[src/rtl/pin_irq_pkg.sv]
package pin_irq_pkg;

  localparam int DATA_W    = 32;
  localparam int ADDR_W    = 9;
  localparam int MAX_LINES = 32;
  localparam int SENSE_W   = 6;
  localparam int IDX_W     = $clog2(MAX_LINES);

  // register offsets (byte addresses)
  localparam logic [ADDR_W-1:0] OFS_REQ    = 9'h000;
  localparam logic [ADDR_W-1:0] OFS_EN_CLR = 9'h004;
  localparam logic [ADDR_W-1:0] OFS_EN_SET = 9'h008;
  localparam logic [ADDR_W-1:0] OFS_DET    = 9'h100;
  localparam logic [ADDR_W-1:0] OFS_MON    = 9'h104;

  typedef enum logic [SENSE_W-1:0] {
    SENSE_OFF  = 6'h00,
    SENSE_LOW  = 6'h01,
    SENSE_HIGH = 6'h02,
    SENSE_FALL = 6'h04,
    SENSE_RISE = 6'h08,
    SENSE_BOTH = 6'h0C
  } sense_e;

  // strobes from the bus decoder to the datapath
  typedef struct packed {
    logic              enSet;
    logic              enClr;
    logic              detClr;
    logic              cfgWr;
    logic [IDX_W-1:0]  cfgIdx;
    logic [DATA_W-1:0] wdata;
  } strobe_t;

endpackage

[src/rtl/pin_irq_sync.sv]
module pin_irq_sync #(
  parameter int WIDTH  = 1,
  parameter int STAGES = 2
) (
  input  logic             clk,
  input  logic             rstN,
  input  logic [WIDTH-1:0] din,
  output logic [WIDTH-1:0] dout
);

  logic [WIDTH-1:0] stageReg [STAGES];

  generate
    for (genvar s = 0; s < STAGES; s++) begin : gStage
      if (s == 0) begin : gFirst
        always_ff @(posedge clk or negedge rstN) begin
          if (!rstN) stageReg[s] <= '0;
          else       stageReg[s] <= din;
        end
      end else begin : gNext
        always_ff @(posedge clk or negedge rstN) begin
          if (!rstN) stageReg[s] <= '0;
          else       stageReg[s] <= stageReg[s-1];
        end
      end
    end
  endgenerate

  assign dout = stageReg[STAGES-1];

endmodule

[src/rtl/pin_irq_dp.sv]
module pin_irq_dp
  import pin_irq_pkg::*;
#(
  parameter int NUM_LINES   = 32,
  parameter int SYNC_STAGES = 2
) (
  input  logic                          clk,
  input  logic                          rstN,
  input  logic [NUM_LINES-1:0]          pinIn,
  input  strobe_t                       strb,
  output logic [NUM_LINES-1:0]          monitor,
  output logic [NUM_LINES-1:0]          detStat,
  output logic [NUM_LINES-1:0]          enMask,
  output logic [NUM_LINES-1:0]          irqReq,
  output logic [NUM_LINES*DATA_W-1:0]   cfgFlat
);

  logic [NUM_LINES-1:0] synced;
  logic [NUM_LINES-1:0] prevReg;
  logic [NUM_LINES-1:0] hitVec;
  logic [NUM_LINES-1:0] lineMask;
  logic [NUM_LINES-1:0] clrVec;
  logic [NUM_LINES-1:0] setEnVec;
  logic [NUM_LINES-1:0] clrEnVec;
  logic [NUM_LINES-1:0] detReg;
  logic [NUM_LINES-1:0] enReg;
  logic [DATA_W-1:0]    cfgReg [NUM_LINES];

  pin_irq_sync #(
    .WIDTH (NUM_LINES),
    .STAGES(SYNC_STAGES)
  ) uSync (
    .clk (clk),
    .rstN(rstN),
    .din (pinIn),
    .dout(synced)
  );

  // previous synchronized sample, edge reference
  always_ff @(posedge clk or negedge rstN) begin
    if (!rstN) prevReg <= '0;
    else       prevReg <= synced;
  end

  assign lineMask = strb.wdata[NUM_LINES-1:0];
  assign clrVec   = strb.detClr ? lineMask : '0;
  assign setEnVec = strb.enSet  ? lineMask : '0;
  assign clrEnVec = strb.enClr  ? lineMask : '0;

  generate
    for (genvar i = 0; i < NUM_LINES; i++) begin : gLine
      sense_e senseCode;
      logic   lineHit;
      logic   lineArmed;

      assign senseCode = sense_e'(cfgReg[i][SENSE_W-1:0]);

      always_comb begin
        lineHit   = 1'b0;
        lineArmed = 1'b1;
        case (senseCode)
          SENSE_LOW:  lineHit = !synced[i];
          SENSE_HIGH: lineHit = synced[i];
          SENSE_FALL: lineHit = prevReg[i] && !synced[i];
          SENSE_RISE: lineHit = !prevReg[i] && synced[i];
          SENSE_BOTH: lineHit = prevReg[i] ^ synced[i];
          default:    lineArmed = 1'b0;
        endcase
      end

      assign hitVec[i] = lineHit;

      always_ff @(posedge clk or negedge rstN) begin
        if (!rstN)
          cfgReg[i] <= '0;
        else if (strb.cfgWr && strb.cfgIdx == IDX_W'(i))
          cfgReg[i] <= strb.wdata;
      end

      assign cfgFlat[i*DATA_W +: DATA_W] = cfgReg[i];

      // an active high level is latched on the next edge
      assert_level_high_R4: assert property (@(posedge clk) disable iff (!rstN)
        (senseCode == SENSE_HIGH && synced[i]) |=> detReg[i]);

      // an active low level is latched on the next edge
      assert_level_low_R4: assert property (@(posedge clk) disable iff (!rstN)
        (senseCode == SENSE_LOW && !synced[i]) |=> detReg[i]);

      // an unarmed line never raises its detect bit
      assert_idle_line_R6: assert property (@(posedge clk) disable iff (!rstN)
        (!lineArmed && !detReg[i]) |=> !detReg[i]);
    end
  endgenerate

  // detection wins over a same-cycle clear
  always_ff @(posedge clk or negedge rstN) begin
    if (!rstN) detReg <= '0;
    else       detReg <= (detReg & ~clrVec) | hitVec;
  end

  always_ff @(posedge clk or negedge rstN) begin
    if (!rstN) enReg <= '0;
    else       enReg <= (enReg & ~clrEnVec) | setEnVec;
  end

  assign monitor = synced;
  assign detStat = detReg;
  assign enMask  = enReg;
  assign irqReq  = detReg & enReg;

  // a detect bit only falls when a clear named it
  assert_det_sticky_R7: assert property (@(posedge clk) disable iff (!rstN)
    1'b1 |=> ((($past(detReg) & ~detReg) & ~$past(clrVec)) == '0));

  // enable-set leaves every named bit high
  assert_en_set_R8: assert property (@(posedge clk) disable iff (!rstN)
    strb.enSet |=> ((enReg & $past(lineMask)) == $past(lineMask)));

  // enable-clear leaves every named bit low
  assert_en_clr_R8: assert property (@(posedge clk) disable iff (!rstN)
    strb.enClr |=> ((enReg & $past(lineMask)) == '0));

endmodule

[src/rtl/pin_irq_ctl.sv]
module pin_irq_ctl
  import pin_irq_pkg::*;
#(
  parameter int NUM_LINES = 32
) (
  input  logic                          busWe,
  input  logic [ADDR_W-1:0]             busAddr,
  input  logic [DATA_W-1:0]             busWrData,
  input  logic [NUM_LINES-1:0]          detStat,
  input  logic [NUM_LINES-1:0]          enMask,
  input  logic [NUM_LINES-1:0]          irqReq,
  input  logic [NUM_LINES-1:0]          monitor,
  input  logic [NUM_LINES*DATA_W-1:0]   cfgFlat,
  output strobe_t                       strb,
  output logic [DATA_W-1:0]             busRdData
);

  localparam int CNT_W = IDX_W + 1;

  logic             aligned;
  logic             inCfgWin;
  logic [IDX_W-1:0] cfgIdx;
  logic             cfgHit;

  assign aligned  = (busAddr[1:0] == 2'b00);
  assign inCfgWin = (busAddr[ADDR_W-1 -: 2] == 2'b11);
  assign cfgIdx   = busAddr[2 +: IDX_W];
  assign cfgHit   = aligned && inCfgWin && ({1'b0, cfgIdx} < CNT_W'(NUM_LINES));

  always_comb begin
    strb        = '0;
    strb.wdata  = busWrData;
    strb.cfgIdx = cfgIdx;
    strb.enSet  = busWe && (busAddr == OFS_EN_SET);
    strb.enClr  = busWe && (busAddr == OFS_EN_CLR);
    strb.detClr = busWe && (busAddr == OFS_DET);
    strb.cfgWr  = busWe && cfgHit;
  end

  always_comb begin
    busRdData = '0;
    if (cfgHit) begin
      for (int l = 0; l < NUM_LINES; l++) begin
        if (cfgIdx == IDX_W'(l)) busRdData = cfgFlat[l*DATA_W +: DATA_W];
      end
    end else begin
      case (busAddr)
        OFS_REQ:    busRdData = DATA_W'(irqReq);
        OFS_EN_CLR: busRdData = DATA_W'(enMask);
        OFS_DET:    busRdData = DATA_W'(detStat);
        OFS_MON:    busRdData = DATA_W'(monitor);
        default:    busRdData = '0;
      endcase
    end
  end

endmodule

[src/rtl/pin_irq_ctrl.sv]
module pin_irq_ctrl
  import pin_irq_pkg::*;
#(
  parameter int NUM_LINES   = 32,
  parameter int SYNC_STAGES = 2
) (
  input  logic                 clk,
  input  logic                 rstN,
  input  logic [NUM_LINES-1:0] pinIn,
  input  logic                 busWe,
  input  logic [8:0]           busAddr,
  input  logic [31:0]          busWrData,
  output logic [31:0]          busRdData,
  output logic [NUM_LINES-1:0] irqOut
);

  strobe_t                       strb;
  logic [NUM_LINES-1:0]          monitor;
  logic [NUM_LINES-1:0]          detStat;
  logic [NUM_LINES-1:0]          enMask;
  logic [NUM_LINES-1:0]          irqReq;
  logic [NUM_LINES*DATA_W-1:0]   cfgFlat;

  pin_irq_ctl #(
    .NUM_LINES(NUM_LINES)
  ) uCtl (
    .busWe    (busWe),
    .busAddr  (busAddr),
    .busWrData(busWrData),
    .detStat  (detStat),
    .enMask   (enMask),
    .irqReq   (irqReq),
    .monitor  (monitor),
    .cfgFlat  (cfgFlat),
    .strb     (strb),
    .busRdData(busRdData)
  );

  pin_irq_dp #(
    .NUM_LINES  (NUM_LINES),
    .SYNC_STAGES(SYNC_STAGES)
  ) uDp (
    .clk    (clk),
    .rstN   (rstN),
    .pinIn  (pinIn),
    .strb   (strb),
    .monitor(monitor),
    .detStat(detStat),
    .enMask (enMask),
    .irqReq (irqReq),
    .cfgFlat(cfgFlat)
  );

  assign irqOut = irqReq;

endmodule

[config.mk]
export PLATFORM = sky130hd
export DESIGN_NAME = pin_irq_ctrl
export DESIGN_NICKNAME = d
export VERILOG_FILES = /design/src/rtl/pin_irq_pkg.sv /design/src/rtl/pin_irq_sync.sv /design/src/rtl/pin_irq_dp.sv /design/src/rtl/pin_irq_ctl.sv /design/src/rtl/pin_irq_ctrl.sv
export SDC_FILE = /design/constraint.sdc
export NUM_CORES = 2
export LEC_CHECK = 0
export BUFFER_PORTS_ARGS = -buffer_cell sky130_fd_sc_hd__clkbuf_2
export CORE_UTILIZATION = 63
export CTS_CLUSTER_SIZE = 25
export DETAILED_ROUTE_END_ITERATION = 8
export MAX_ROUTING_LAYER = met4
export PLACE_DENSITY_LB_ADDON = 0.05
export SLEW_MARGIN = 5
export SYNTH_ARGS = -nofsm -noshare
export SYNTH_HDL_FRONTEND = slang
export SYNTH_SLANG_ARGS = --single-unit
[constraint.sdc]
create_clock -name clk -period 2.4 [get_ports clk]
set_clock_uncertainty 0.1 [all_clocks]
set_input_delay 0.12 -clock clk [delete_from_list [all_inputs] [get_ports clk]]
set_output_delay 0.12 -clock clk [all_outputs]
set_load 0.02 [all_outputs]
==> key figures <==
Logic synthesis
  • Flops & latches, synth: 1184
  • Async SR Flop Fraction: 1.00
  • Register area share after synthesis: 0.529
  • Post-Syn Area: 56000 um^2
  • Synthesized area per cell: 11.9 um^2
  • Number of flops mapped to enable cells by yosys: 0
  • Mapped Nets: 4835
  • Post-Synthesis Cells: 4695
  • Main flop type after synthesis: dfrtp_1
  • Distinct cells, synth: 92
  • Yosys warns: 0

Power and ir drop
  • Logic gate share of total power: 0.113
  • Seq pwr share: 0.465
  • Power density cells: 637 nW/um^2
  • LEAKAGE: 0.0355 uW
  • Clock Power Share: 0.421
  • Switching power: 12200 uW
  • Worst VDD drop: 835 uV
  • P_int: 33700 uW
  • Switching part of the total power: 0.266
  • Tot Pwr: 45900 uW

Route
  • Drt drc: 0
  • Antenna viol nets, final: 0
  • Routed WL per cell: 35.0 um
  • Initial DRC Count: 7104
  • Pre-Repair DR Iteration Count: 8
  • Via density: 7.17
  • DR vias: 49000
  • Routed WL: 239000 um

Final layout
  • Layout fillers: 4865
  • Layout cell share with drive strength beyond 1: 0.450
  • Nets: 5699
  • Area Growth Syn to Fin: 28.5%

Timing
  • Min cycle time layout: 3440 ps
  • Final setup viols: 32
  • Max Fclk: 0.291 GHz
  • Fin Setup TNS: -20800 ps
  • Tcrit/Tclk final: 1.43
  • Hold Slack: 57.8 ps
  • Final Hold Fails: 0
  • Final setup margin: -1040 ps
  • Slew Limit Fails: 0
  • Rel. slew slack: 0.167
  • Slew @ Worst Pin: 1250 ps
  • RSZ-0062 raised after global routing: true

Worst setup path
  • Reg2Reg Depth: 6
  • Critical path peak fanout: 2
  • Startpoint types: flip-flop
  • Critical path data arrival time: 3220 ps
  • Reg-to-reg critical path startpoint: uDp.uSync.dout[13]
  • Worst Path Required: 2180 ps
  • Crit. End Element: primary output
  • Crit path from: uDp.cfgFlat[263]
  • Critical path class: reg2out

Place
  • HPWL Detailed: 167000 um
  • IO buf count: 139
  • Gpl congestion: 1.08

Run status
  • Failing checks: setup timing
  • Status: finished with violations

Floorplanning
  • Die Ht: 300 um
  • Top-Level Pins: 140
  • Die ar.: 90100 um^2
  • Standard-cell rows: 108
  • Chip width: 300 um
  • Starting Density: 0.641
  • CORE AREA: 87400 um^2

CTS
  • TritonCTS buffer count: 120
  • CTS tree: done
  • Worst-path clk slew: 60 ps
  • Clock Path Buffers: 3
  • H-tree depth: 3
  • Clk sinks: 1184
  • Root Buffer: clkbuf_16
  • Clock Latency Late Sink: 750 ps

Global routing
  • Vias in the first global route: 48300
  • Antenna violations before repair: 16
  • Largest net degree at the start of global routing: 91
  • Total global-route track usage: 0.548
  • Congestion Overflow GR: 0
  • First-pass GRT wire length: 341000 um

Job
  • Max cap viols: 0

Worst hold path
  • HP Class: in2async
final timing paths:
check,slack (ps),end
worst max register to register,120,uDp.detStat[13]
worst min register to register,240,uDp.uSync.dout[16]
min in group clk,90,uDp.cfgFlat[978]
worst min-delay path,60,uDp.cfgFlat[962]
max in group asynchronous,1550,uDp.uSync.dout[8]
worst max-delay path,-1040,busRdData[7]
cells in the mapped netlist, drive strengths merged (30+ instances only):
cell type  count  share of area
mux2i         42         0.0075
nand2        264          0.018
a2111oi       30         0.0048
buf          214          0.019
o221ai        34         0.0053
a21o          34         0.0046
o21ai        185          0.017
nand2b        34         0.0038
nand3         46         0.0041
dfrtp       1184           0.53
a221oi        51         0.0080
mux2        1037           0.21
o211ai        36         0.0048
ha            64          0.014
nor2         247          0.017
a21oi        202          0.018
inv           81         0.0054
a22o          66          0.010
and2          39         0.0044
a22oi         88          0.012
clkbuf       164          0.011
nor3          69         0.0064
o22ai        122          0.014
repair_timing:
item,4_1_cts,5_1_grt
endpoints found under the hold margin,1396,0
setup buffers,29,12
gates resized for setup,371,126
cloned,3,0
setup endpoints to repair,32,32
hold buffers,86,0
pin swaps,159,108
critical path: stages, from the launching register on:
cell,delay [ps]
dfrtp_1,420
o311a_1,380
a221o_1,310
a21oi_2,210
nor3_1,100
buf_4,200
o31ai_4,370
buf_4,200
a21oi_1,100
buf_2,190
power groups by stage:
stage / sequential, uW / combinational, uW / clock [uW]
2_1_floorplan: 21400 / 1810 / 0
3_3_place_gp: 21600 / 4370 / 0
3_5_place_dp: 21600 / 4460 / 0
4_1_cts: 21300 / 4870 / 19200
5_1_grt: 21400 / 5290 / 20100
6_report: 21400 / 5190 / 19300
kinds of logic after synthesis:
family,count (synthesis),synth area share
flip-flops,1184,0.529
multiplexers,1084,0.218
AO/OA/AOI/OAI,1080,0.133
AND/OR/NAND/NOR,822,0.0703
buffers and inverters,461,0.0352
adder cells (fa/ha/maj),64,0.0143
state kept, by name, indices dropped and copies added, names as in the netlist:
signal	flops
uDp.cfgFlat	1024
uDp.uSync.stageReg	32
uDp.enMask	32
uDp.uSync.dout	32
uDp.prevReg	32
uDp.detStat	32
per-stage QoR:
step	util	instance area (um^2)	worst slack (ps)	cells
2_1_floorplan	-	56000	0.0941	4695
3_3_place_gp	0.739	64600	-1360	6492
3_5_place_dp	0.739	64600	-1370	6492
4_1_cts	0.816	71300	-997	6805
5_1_grt	0.823	72000	-1060	6823
6_report	0.823	72000	-1040	6830
layout make-up:
cell class                 instances  area, um^2  share of cell area
clock buffer                     185        3580              0.0497
timing repair buffer            1120       10200               0.142
tap                             1155        1450              0.0201
antenna                           19        47.5            0.000661
multi-input combinational       3050       26300               0.366
clock inverter                    34         448             0.00622
inverter                          83         312             0.00433
sequential                      1184       29600               0.412
routing by layer:
layer | share of wire | track usage
met1 | 0.34 | 0.664
met2 | 0.42 | 0.768
met3 | 0.14 | 0.180
met4 | 0.097 | 0.395
met5 | 0 | -
placed cells by master, fill, tap and decap left out, types with 36 or more instances in the layout:
cell type and count:
inv_1 81, ha_1 64, and2_1 37, o22ai_1 115, buf_12 115, dfrtp_1 1175, o211ai_1 36, mux2_2 1020
o21ai_0 151, clkbuf_16 122, dlygate4sd3_1 85, a21oi_1 157, nor2_1 218, clkbuf_8 48, nand3_1 43, buf_4 757
a22o_1 64, nand2_1 256, clkbuf_2 101, mux2i_1 39, a22oi_1 81, nor3_1 51
Power figures use the tool's default switching activity.
